**src/rtl/cfbit_pkg.sv**
```systemverilog
package cfbit_pkg;
  typedef enum logic [2:0] {
    OP_ORN  = 3'd0,
    OP_XOR  = 3'd1,
    OP_XORN = 3'd2,
    OP_LD   = 3'd3,
    OP_LDN  = 3'd4,
    OP_ST   = 3'd5,
    OP_STZ  = 3'd6,
    OP_STN  = 3'd7
  } cfbit_op_e;

  function automatic logic op_is_store(cfbit_op_e op);
    return (op == OP_ST) || (op == OP_STZ) || (op == OP_STN);
  endfunction
endpackage

```
**src/rtl/cfbit_decode.sv**
```systemverilog
// One-hot mask for the selected bit position.
module cfbit_decode #(
  parameter int DATA_W = 8,
  localparam int IDX_W = (DATA_W > 1) ? $clog2(DATA_W) : 1
) (
  input  logic [IDX_W-1:0]  idx,
  output logic [DATA_W-1:0] mask
);
  for (genvar g = 0; g < DATA_W; g++) begin : g_pos
    assign mask[g] = (idx == IDX_W'(g));
  end
endmodule

```
**src/rtl/cfbit_carry.sv**
```systemverilog
// Carry update and store-value selection for one operation.
module cfbit_carry
  import cfbit_pkg::*;
(
  input  cfbit_op_e op,
  input  logic      bit_val,
  input  logic      carry,
  input  logic      zero,
  input  logic      is_mem,
  output logic      carry_next,
  output logic      store_val,
  output logic      do_store,
  output logic      illegal
);
  always_comb begin
    carry_next = carry;
    store_val  = 1'b0;
    do_store   = 1'b0;
    illegal    = 1'b0;
    unique case (op)
      OP_ORN:  carry_next = carry | ~bit_val;
      OP_XOR:  carry_next = carry ^ bit_val;
      OP_XORN: carry_next = carry ^ ~bit_val;
      OP_LD:   carry_next = bit_val;
      OP_LDN:  carry_next = ~bit_val;
      OP_ST: begin
        store_val = carry;
        do_store  = 1'b1;
      end
      OP_STN: begin
        store_val = ~carry;
        do_store  = 1'b1;
      end
      OP_STZ: begin
        if (is_mem) begin
          store_val = zero;
          do_store  = 1'b1;
        end else begin
          illegal = 1'b1;
        end
      end
      default: carry_next = carry;
    endcase
  end
endmodule

```
**src/rtl/cfbit_merge.sv**
```systemverilog
// Replaces the masked bit of a byte with a new value.
module cfbit_merge #(
  parameter int DATA_W = 8
) (
  input  logic [DATA_W-1:0] data_i,
  input  logic [DATA_W-1:0] mask,
  input  logic              val,
  output logic [DATA_W-1:0] data_o
);
  for (genvar g = 0; g < DATA_W; g++) begin : g_bit
    assign data_o[g] = mask[g] ? val : data_i[g];
  end
endmodule

```
**src/rtl/cfbit_unit.sv**
```systemverilog
module cfbit_unit
  import cfbit_pkg::*;
#(
  parameter int DATA_W = 8,
  localparam int IDX_W = (DATA_W > 1) ? $clog2(DATA_W) : 1
) (
  input  logic              clk,
  input  logic              rst,
  input  logic              in_valid,
  input  logic [DATA_W-1:0] in_data,
  input  logic [IDX_W-1:0]  in_idx,
  input  logic [2:0]        in_op,
  input  logic              in_carry,
  input  logic              in_zero,
  input  logic              in_is_mem,
  output logic              out_valid,
  output logic              out_carry,
  output logic [DATA_W-1:0] out_data,
  output logic              out_we,
  output logic              out_illegal
);
  cfbit_op_e         op;
  logic [DATA_W-1:0] mask;
  logic [DATA_W-1:0] merged;
  logic              bit_val;
  logic              carry_next;
  logic              store_val;
  logic              do_store;
  logic              illegal;

  assign op      = cfbit_op_e'(in_op);
  assign bit_val = |(in_data & mask);

  cfbit_decode #(.DATA_W(DATA_W)) u_decode (
    .idx  (in_idx),
    .mask (mask)
  );

  cfbit_carry u_carry (
    .op         (op),
    .bit_val    (bit_val),
    .carry      (in_carry),
    .zero       (in_zero),
    .is_mem     (in_is_mem),
    .carry_next (carry_next),
    .store_val  (store_val),
    .do_store   (do_store),
    .illegal    (illegal)
  );

  cfbit_merge #(.DATA_W(DATA_W)) u_merge (
    .data_i (in_data),
    .mask   (mask),
    .val    (store_val),
    .data_o (merged)
  );

  always_ff @(posedge clk) begin
    if (rst) begin
      out_valid   <= 1'b0;
      out_carry   <= 1'b0;
      out_data    <= '0;
      out_we      <= 1'b0;
      out_illegal <= 1'b0;
    end else begin
      out_valid <= in_valid;
      if (in_valid) begin
        out_carry   <= carry_next;
        out_data    <= do_store ? merged : in_data;
        out_we      <= do_store;
        out_illegal <= illegal;
      end else begin
        out_we      <= 1'b0;
        out_illegal <= 1'b0;
      end
    end
  end

  // valid is delayed by exactly one edge
  p_valid_delay_r2: assert property (@(posedge clk) disable iff (rst)
    1'b1 |=> (out_valid == $past(in_valid)))
    else $error("p_valid_delay_r2");

  // no write or illegal flag without valid
  p_we_needs_valid_r2: assert property (@(posedge clk) disable iff (rst)
    (out_we || out_illegal) |-> out_valid)
    else $error("p_we_needs_valid_r2");

  // carry operations keep the byte and never write
  p_carry_op_no_write_r6: assert property (@(posedge clk) disable iff (rst)
    (in_valid && in_op <= 3'd4) |=>
      (!out_we && !out_illegal && out_data == $past(in_data)))
    else $error("p_carry_op_no_write_r6");

  // bit stores keep the carry and write
  p_store_keeps_carry_r7: assert property (@(posedge clk) disable iff (rst)
    (in_valid && (in_op == 3'd5 || in_op == 3'd7)) |=>
      (out_we && out_carry == $past(in_carry)))
    else $error("p_store_keeps_carry_r7");

  // zero store on a register is rejected
  p_zstore_reg_rejected_r9: assert property (@(posedge clk) disable iff (rst)
    (in_valid && in_op == 3'd6 && !in_is_mem) |=>
      (out_illegal && !out_we && out_carry == $past(in_carry)
       && out_data == $past(in_data)))
    else $error("p_zstore_reg_rejected_r9");

  // illegal and write-enable are exclusive
  p_illegal_excl_r10: assert property (@(posedge clk) disable iff (rst)
    out_illegal |-> !out_we)
    else $error("p_illegal_excl_r10");
endmodule

```
**config.mk**
```make
export PLATFORM = sky130hd
export DESIGN_NAME = cfbit_unit
export DESIGN_NICKNAME = d
export VERILOG_FILES = /design/src/rtl/cfbit_pkg.sv /design/src/rtl/cfbit_decode.sv /design/src/rtl/cfbit_carry.sv /design/src/rtl/cfbit_merge.sv /design/src/rtl/cfbit_unit.sv
export SDC_FILE = /design/constraint.sdc
export NUM_CORES = 1
export LEC_CHECK = 0
export BUFFER_PORTS_ARGS = -buffer_cell sky130_fd_sc_hd__buf_2
export CAP_MARGIN = 20
export CORE_UTILIZATION = 40
export DETAILED_ROUTE_END_ITERATION = 8
export PLACE_DENSITY = 0.77
export SLEW_MARGIN = 20
export SYNTH_ARGS = -nofsm -noshare
export SYNTH_HDL_FRONTEND = slang
export SYNTH_SLANG_ARGS = --single-unit
```
**constraint.sdc**
```tcl
create_clock -name clk -period 1.19 [get_ports clk]
set_clock_uncertainty 0.15 [all_clocks]
set_input_delay 0 -clock clk [delete_from_list [all_inputs] [get_ports clk]]
set_output_delay 0 -clock clk [all_outputs]
set_load 0.01 [all_outputs]
```
==> results.cfg, run 1 <==
[timing]
setup_violations = 0
period_share_pct = 93.9
rsz0062_at_grt = no
slew_headroom_pct = 81.0
tightest_slew_ns = 0.284
hold_viol_final = 0
whs_ns = 0.0282
finalMaxSlewViolations = 0
finalCriticalPeriod_ns = 1.12
clock.fmax_ghz = 0.895

[synth]
yosysUniqueCellTypes = 34
post-synth-top-count-cell = dfxtp_1
syn-cell-area_sq_um = 686
postSynthRegisterBits = 12
syn_inst = 72
yosys_warnings = 0
synthFlopType = dfxtp_1
async_flop_share_pct = 0
synth-edff-count = 0
ys_top_cells_by_count = dfxtp_1 (12), a221o_1 (6), nor2_1 (6)
synth_top_area_cell = dfxtp_1
synth_area_leaders = dfxtp_1 (35%), a221o_1 (8.8%), mux4_2 (6.6%)
yosysSeqAreaShare_pct = 35.0
synth_top_area_share_pct = 35.0
avgSynthCellArea_sq_um = 9.52
synth_nets = 92

[critical_path]
cpPeakStageDelay_ns = 0.58
critPathCaptureType = flip-flop
path_class = input pin to flip-flop
critPathTopFamily = buffers and inverters
r2r_cells = 1
crit_path_top_delay_cell = dlygate4sd3_1
worst_ep_arrival_time_ns = 1.15
path_buf_inv = 3
path_max_fanout = 4
path_cells = buf_2 > nand2b_1 > buf_4 > dlygate4sd3_1 > nor4_2
start_kind = input pin
cp.required_ns = 1.22
critical_path_cell_count = 5

[cts]
clk_latency_ns = 0.27
post_cts.repair.setup_buffers = 0
path_clk_slew_ns = 0.08
cts_sinks = 12
clockRootBuffer = clkbuf_4
cts_max_level = 1
cts_tree = built
clock_path_buffers = 2
cts-buffers-inserted = 3

[power]
power_density_nw_per_um2 = 922
leakagePower_nw = 0.571
peakVddDrop_uv = 615

[global_routing]
busiest_layer = met2
grt_max_degree = 10
antenna_found_initial = 0
use_met3_pct = 8.33
grt_usage_pct = 27.7
grt_pass1_vias = 866
use_met1_pct = 29.6
grt_pass1_wl_um = 3770
use_met2_pct = 48.2
grt_overflow_total = 0

[routing]
drc_errors = 1
wirelength_um = 2450
dr.first_iter.drc_count = 26
drtAntennaViolNets = 0
dr.pass1.iters = 6
viasPerCell = 6.09
post_drt_wl_per_cell_um = 16.4
via_count = 913

[floorplan]
core_area_sq_um = 1560
ioPinCount = 32
row_count = 14
dieWidth_um = 43.4
die_h_um = 43.4
die_area_sq_um = 1880
start_util_pct = 44.0

[finish]
fillers = 117
final_area_sq_um = 1140
area_growth_pct = 67.0
n_antenna_cell = 0
nets = 155
drive_above_1_share_pct = 40.3

[flow_run]
maxCapViolCount = 0

[placed_design]
dpl-instance-area_sq_um = 962
port_buffers = 31
gp_congestion = 0.812
post-dp-hpwl_um = 1480

[outcome]
status = finished, violations left
violations = design-rule violations

[hold_path]
hp-class = input pin to flip-flop
min_path_cells = 3
-- worst min-delay path: cells and delay by family --
kind,cells,cell delay [ns]
buf+inv,1,0.14
compound gates,2,0.28
-- power by group --
| group | leakage [nW] | switching, mW | internal (mW) |
|---|---|---|---|
| sequential | 0.0989 | 0.0116 | 0.425 |
| combinational | 0.452 | 0.136 | 0.156 |
| clock | 0.0210 | 0.140 | 0.186 |
-- layout by cell type, fill, tap and decap left out, drive strengths merged, types with 2 or more instances in the layout --
| cell type | n |
|---|---|
| nor2 | 6 |
| buf | 47 |
| mux4 | 2 |
| nor3 | 3 |
| dlygate4sd3 | 14 |
| nand3b | 2 |
| dfxtp | 12 |
| inv | 2 |
| a32oi | 2 |
| nand2 | 2 |
| a21oi | 3 |
| o311a | 2 |
| nand2b | 3 |
| clkbuf | 4 |
| o211a | 4 |
| a211oi | 2 |
| a221o | 6 |
-- cell type report --
type | instances | area [sq um] | share of cell area (%)
Clock buffer | 4 | 36.3 | 3.17
Inverter | 3 | 11.3 | 0.984
Multi-Input combinational cell | 54 | 422 | 36.8
Sequential cell | 12 | 240 | 21.0
Tap cell | 16 | 20.0 | 1.75
Timing Repair Buffer | 61 | 415 | 36.3
-- final timing paths --
path / startpoint / endpoint / slack (ns)
worst max-delay path: rst / out_illegal$_SDFF_PP0_ / 0.07
worst min-delay path: in_idx[0] / out_data[2]$_SDFFE_PP0P_ / 0.03
worst max register to register: out_data[3]$_SDFFE_PP0P_ / out_data[3]$_SDFFE_PP0P_ / 0.26
worst min register to register: out_data[7]$_SDFFE_PP0P_ / out_data[7]$_SDFFE_PP0P_ / 0.33
-- state kept, by name, summed over array words and instances (netlist names) --
register and cells:
out_illegal 1, out_carry 1, out_valid 1, out_data 8
out_we 1
-- timing repair --
action                                  4_1_cts  5_1_grt
hold buffers                                 15        0
gates resized for setup                       0        1
hold endpoints to repair                     12        0
endpoints found under the setup margin        0        1
-- per-layer routing --
| layer | share of wire, % | wire [um] |
|---|---|---|
| met1 | 38 | 921 |
| met2 | 50 | 1220 |
| met3 | 7.6 | 187 |
| met4 | 5.3 | 129 |
| met5 | 0 | 0 |
-- kinds of logic (layout without fill, tap and decap cells) --
group	count (synthesis)	after routing	share of synthesized area, %
compound gates	24	24	29.6
mux	3	3	8.03
simple gates	25	25	20.4
xor+xnor	2	2	2.56
flops	12	12	35.0
buf+inv	6	68	4.38
-- metrics by stage --
stage	std cells	total power [mW]	utilization, %	setup WS [ns]	TNS, ns
5_1_grt	150	1.10	73.4	0.0232	0
2_1_floorplan	72	0.565	-	0.00169	0
3_3_place_gp	132	0.678	61.7	-0.147	-0.806
6_report	150	1.05	73.4	0.0726	0
4_1_cts	151	1.05	73.7	0.0529	0
3_5_place_dp	132	0.686	61.7	-0.171	-1.06
(Power assumes the default switching activity.)
==> run 2, diff against run 1 <==
--- a/config.mk
+++ b/config.mk
@@ -7,9 +7,12 @@
 export LEC_CHECK = 0
 export BUFFER_PORTS_ARGS = -buffer_cell sky130_fd_sc_hd__buf_2
 export CAP_MARGIN = 20
-export CORE_UTILIZATION = 40
+export CELL_PAD_IN_SITES_DETAIL_PLACEMENT = 2
+export CELL_PAD_IN_SITES_GLOBAL_PLACEMENT = 2
+export CORE_ASPECT_RATIO = 0.6
+export CORE_UTILIZATION = 22
 export DETAILED_ROUTE_END_ITERATION = 8
-export PLACE_DENSITY = 0.77
+export PLACE_DENSITY = 0.75
 export SLEW_MARGIN = 20
 export SYNTH_ARGS = -nofsm -noshare
 export SYNTH_HDL_FRONTEND = slang
==> results.cfg, run 2 (synthesis results as in run 1) <==
[outcome]
status = complete, no violations

[critical_path]
path_class = input pin to flip-flop
start_kind = input pin
r2r_cells = 1
path_max_fanout = 6
worst_ep_arrival_time_ns = 1.16
cp.required_ns = 1.18
critPathCaptureType = flip-flop

[power]
p_int_uw = 894
leakagePower_nw = 0.603
clockPowerShare_pct = 37.6
p_seq_share_pct = 35.4
p_comb_share_pct = 26.9
switchingPower_uw = 342
peakVddDrop_uv = 436
power_density_nw_per_um2 = 1010
sw_frac_of_total_pct = 27.7

[timing]
finalCriticalPeriod_ns = 1.18
hold_viol_final = 0
clock.fmax_ghz = 0.851
slew_headroom_pct = 81.3
finalMaxSlewViolations = 0
setup_violations = 0
period_share_pct = 98.8
tightest_slew_ns = 0.280
rsz0062_at_grt = yes

[routing]
via_count = 876
viasPerCell = 4.92
post_drt_wl_per_cell_um = 19.6
wirelength_um = 3490
dr.first_iter.drc_count = 33
dr.pass1.iters = 4
drtAntennaViolNets = 0
drc_errors = 0

[placed_design]
dpl-instance-area_sq_um = 1050
port_buffers = 31
gp_congestion = 0.776
post-dp-hpwl_um = 2300

[floorplan]
core_area_sq_um = 2910
start_util_pct = 23.6
row_count = 15
ioPinCount = 32
die_area_sq_um = 3350
die_h_um = 45.2
dieWidth_um = 74.1

[finish]
seqCellArea_sq_um = 240
largest_register_ffs = 8
final_core_util_pct = 42.2
multi_input_area_sq_um = 429
area_growth_pct = 78.8
final_common_cell = buf_2
fillers = 321
largest-register = out_data
n_antenna_cell = 0
final_area_sq_um = 1230
nets = 157
drive_above_1_share_pct = 47.8
most-common-layout-cells = buf_2 (27), buf_4 (26), dfxtp_1 (12), dlygate4sd3_1 (7)

[global_routing]
grt_pass1_wl_um = 5190
grt_usage_pct = 22.0
antenna_found_initial = 0
grt_max_degree = 10
grt_pass1_vias = 945
grt_overflow_total = 0

[cts]
cts_sinks = 12
path_clk_slew_ns = 0.06
clockRootBuffer = clkbuf_8
cts_max_level = 1
cts_tree = built
clk_latency_ns = 0.25
cts-buffers-inserted = 3
clock_path_buffers = 2

[hold_path]
hp-class = input pin to flip-flop
min_path_cells = 3

[flow_run]
maxCapViolCount = 0
==> run 2: cell types whose count changed in the layout (fill, tap and decap cells not counted), sizes merged <==
cell         delta
buf             +9
dlygate4sd3     -7
==> run 2: area by class of cell <==
class | count | share of cell area, %
multi-input cells | 54 | 35.0
flip-flops and latches | 12 | 19.6
well taps | 42 | 4.29
clock buffers | 4 | 4.49
repair buffers | 63 | 35.7
inverters | 3 | 0.918
==> run 2: path summary, 6_finish.rpt <==
kind / end / slack [ns] / start
max: out_data[0]$_SDFFE_PP0P_ / 0.01 / in_is_mem
min: out_data[3]$_SDFFE_PP0P_ / 0.008 / in_data[3]
max reg2reg: out_data[6]$_SDFFE_PP0P_ / 0.27 / out_data[6]$_SDFFE_PP0P_
min reg2reg: out_data[7]$_SDFFE_PP0P_ / 0.33 / out_data[7]$_SDFFE_PP0P_
==> run 2: metrics by stage <==
stage	TNS [ns]	hold WS (ns)	setup slack (ns)	cells	power, mW
after floorplan	0	-0.0741	0.00169	72	0.565
after global placement	-0.889	0.136	-0.178	165	0.704
after detailed placement	-1.45	0.146	-0.245	165	0.719
after CTS	-0.00740	0.00117	-0.00740	176	1.20
after global routing	-0.0229	0.0172	-0.0148	178	1.30
final	0	0.00829	0.0149	178	1.24
==> run 2: timing repair <==
item | in CTS | in global routing
hold buffers | 7 | 0
setup buffers | 0 | 2
setup endpoints to repair | 1 | 4
pin swaps | 0 | 4
resized for setup | 0 | 11
hold endpoints to repair | 6 | 0
==> run 2: routing by layer <==
layer / vias to the layer above / part of all wire, % / GRT usage, % / wire (um)
met1: 431 / 42 / 26.0 / 1460
li1: 412 / - / - / -
met2: 27 / 51 / 39.5 / 1780
met5: - / 0 / 0 / 0
met3: 6 / 5.7 / 7.37 / 199
met4: 0 / 1.5 / 4.23 / 53
==> run 2: critical path, cell delays in order <==
cell and delay (ns):
buf_8 0.07, a21o_1 0.17, nand3b_1 0.23, o311a_1 0.42, a221o_1 0.26
==> run 2: power by group through the flow <==
stage	clock network [mW]	registers [mW]	logic, mW
after floorplan	0	0.456	0.109
after global placement	0	0.445	0.259
after detailed placement	0	0.446	0.273
after CTS	0.470	0.437	0.295
after global routing	0.503	0.439	0.357
final	0.465	0.437	0.333
==> run 3, diff against run 2 <==
--- a/config.mk
+++ b/config.mk
@@ -10,10 +10,11 @@
 export CELL_PAD_IN_SITES_DETAIL_PLACEMENT = 2
 export CELL_PAD_IN_SITES_GLOBAL_PLACEMENT = 2
 export CORE_ASPECT_RATIO = 0.6
-export CORE_UTILIZATION = 22
+export CORE_UTILIZATION = 24
 export DETAILED_ROUTE_END_ITERATION = 8
-export PLACE_DENSITY = 0.75
+export PLACE_DENSITY = 0.76
 export SLEW_MARGIN = 20
 export SYNTH_ARGS = -nofsm -noshare
 export SYNTH_HDL_FRONTEND = slang
+export SYNTH_HIERARCHICAL = 1
 export SYNTH_SLANG_ARGS = --single-unit
==> results.cfg, run 3 <==
[global_routing]
grt_pass1_vias = 952
grt_pass1_wl_um = 4640
grt_overflow_total = 0
antenna_found_initial = 0
grt_max_degree = 19
grt_usage_pct = 17.4

[finish]
fillers = 372
final_common_cell = buf_4
largest-register = out_data
largest_register_ffs = 8
drive_above_1_share_pct = 65.8
area_growth_pct = 74.1
finalNonFillerCells = 191
most-common-layout-cells = buf_4 (28), buf_2 (27), dfxtp_1 (12), nor2_1 (10), mux2_4 (8)
multi_input_area_sq_um = 653
nets = 167
seqCellArea_sq_um = 240
final_area_sq_um = 1430
n_antenna_cell = 0

[critical_path]
path_max_fanout = 8
setup.worst_path.start = in_idx[0]
start_kind = input pin
cpPeakStageDelay_ns = 0.22
critical_path_cell_count = 9
cp.required_ns = 1.17
crit_path_top_delay_cell = and3b_2
setup.worst_path.end = out_carry$_SDFFE_PP0P_
critPathTopFamily = simple AND/OR/NAND/NOR gates
path_cells = buf_12 > and3b_2 > a22oi_2 > nand4_1 > inv_1 > o22ai_2 > o21a_1 > mux2i_1 > nor2_1
r2r_cells = 2
rrSetupSlack_ns = 0.34
rr_endpoint = out_data[3]$_SDFFE_PP0P_
critPathCaptureType = flip-flop
path_buf_inv = 2
path_class = input pin to flip-flop
worst_ep_arrival_time_ns = 1.25
r2r_start = out_data[3]$_SDFFE_PP0P_

[cts]
cts.hold.buffers_added = 1
cts_tree = built
path_clk_slew_ns = 0.05
cts_sinks = 12
cts-buffers-inserted = 3
clock_path_buffers = 2
cts_max_level = 1
clockRootBuffer = clkbuf_8
clk_latency_ns = 0.24

[synth]
post-synth-top-count-cell = dfxtp_1
synth_nets = 107
synth_area_leaders = dfxtp_1 (29%), mux2i_1 (11%), mux2_2 (11%)
syn-cell-area_sq_um = 821
synth-edff-count = 0
synthFlopType = dfxtp_1
yosys_warnings = 6
yosysSeqAreaShare_pct = 29.3
async_flop_share_pct = 0
syn_inst = 87
synth_top_area_cell = dfxtp_1
yosysUniqueCellTypes = 30
avgSynthCellArea_sq_um = 9.43
ys_top_cells_by_count = dfxtp_1 (12), nor2_1 (11), mux2i_1 (9)
postSynthRegisterBits = 12
synth_top_area_share_pct = 29.3

[outcome]
status = finished, violations left
violations = negative hold slack, negative setup slack

[floorplan]
dieWidth_um = 77.5
die_h_um = 47.3
core_area_sq_um = 3260
start_util_pct = 25.2
die_area_sq_um = 3670
ioPinCount = 32
row_count = 16

[routing]
dr.first_iter.drc_count = 14
drtAntennaViolNets = 0
via_count = 923
dr.pass1.iters = 3
post_drt_wl_per_cell_um = 15.6
drc_errors = 0
viasPerCell = 4.83
wirelength_um = 2990

[hold_path]
hp-class = input pin to flip-flop
min_path_cells = 2

[placed_design]
port_buffers = 31
dpl-instance-area_sq_um = 1210
post-dp-hpwl_um = 2280
gp_congestion = 0.726
numPlacedInstances = 182

[flow_run]
maxCapViolCount = 0

[power]
peakVddDrop_uv = 382
p_total_mw = 1.30
leakagePower_nw = 0.671
power_density_nw_per_um2 = 912

[timing]
tightest_slew_ns = 0.326
clock.fmax_ghz = 0.786
fin_ws_ns = -0.0817
finalCriticalPeriod_ns = 1.27
hold_viol_final = 9
whs_ns = -0.0588
setup_violations = 1
period_share_pct = 107
finalMaxSlewViolations = 0
slew_headroom_pct = 78.3
rsz0062_at_grt = yes
fin_setup_tns_ns = -0.0817
-- run 3: changes by cell type in the layout (fill, tap and decap cells not counted), sizes merged, moves of 5 or more --
cell         change
a211oi           +6
a221o            -6
dlygate4sd3      -6
mux2             +8
mux2i            +8
nor2             +5
-- run 3: metal layers --
layer / routed length (um) / track usage, % / share of wire (%)
met1: 1170 / 17.4 / 39
met2: 1630 / 36.5 / 55
met3: 164 / 6.60 / 5.5
met4: 23 / 3.02 / 0.77
met5: 0 / 0 / 0
-- run 3: worst min-delay path by stage --
stage,startpoint,to
after floorplan,in_is_mem,out_illegal$_SDFF_PP0_
after global placement,rst,out_carry$_SDFFE_PP0P_
after detailed placement,rst,out_data[7]$_SDFFE_PP0P_
after CTS,rst,out_data[7]$_SDFFE_PP0P_
after global routing,rst,out_data[2]$_SDFFE_PP0P_
final,rst,out_data[2]$_SDFFE_PP0P_
-- run 3: logic make-up after synthesis --
logic type / Yosys count / share of synthesized area (%)
AND/OR/NAND/NOR: 32 / 23.6
AO/OA/AOI/OAI: 19 / 18.1
multiplexers: 17 / 22.0
flip-flops: 12 / 29.3
buffers and inverters: 7 / 7.01
-- run 3: final cells by class --
| class | count | share of cell area [%] |
|---|---|---|
| well taps | 45 | 3.94 |
| inverters | 2 | 0.525 |
| multi-input cells | 68 | 45.7 |
| flip-flops and latches | 12 | 16.8 |
| repair buffers | 60 | 29.2 |
| clock buffers | 4 | 3.85 |
-- run 3: per-stage QoR --
step | setup slack, ns | utilization, %
final | -0.0817 | 43.8
after global routing | -0.145 | 43.8
after CTS | -0.0517 | 41.6
after detailed placement | -0.444 | 37.1
after global placement | -0.273 | 37.1
after floorplan | -0.0914 | -
-- run 3: where the power goes --
| group | internal, mW | switching, mW |
|---|---|---|
| clock network | 0.292 | 0.151 |
| logic | 0.228 | 0.189 |
| registers | 0.430 | 0.0131 |
| total | 0.950 | 0.353 |
-- run 3: worst register-to-register path: cells and delay by family, from the launching register on --
kind | cells | cell delay, ns
DFF | 1 | 0.33
AOI/OAI and AO/OA | 1 | 0.24
and+or+nand+nor | 1 | 0.04
-- run 3: repair_timing --
item	4_1_cts	5_1_grt
buffers inserted	1	3
resized for setup	18	10
gates cloned	0	0
endpoints found under the hold margin	10	9
pin swaps	3	6
endpoints found under the setup margin	5	8
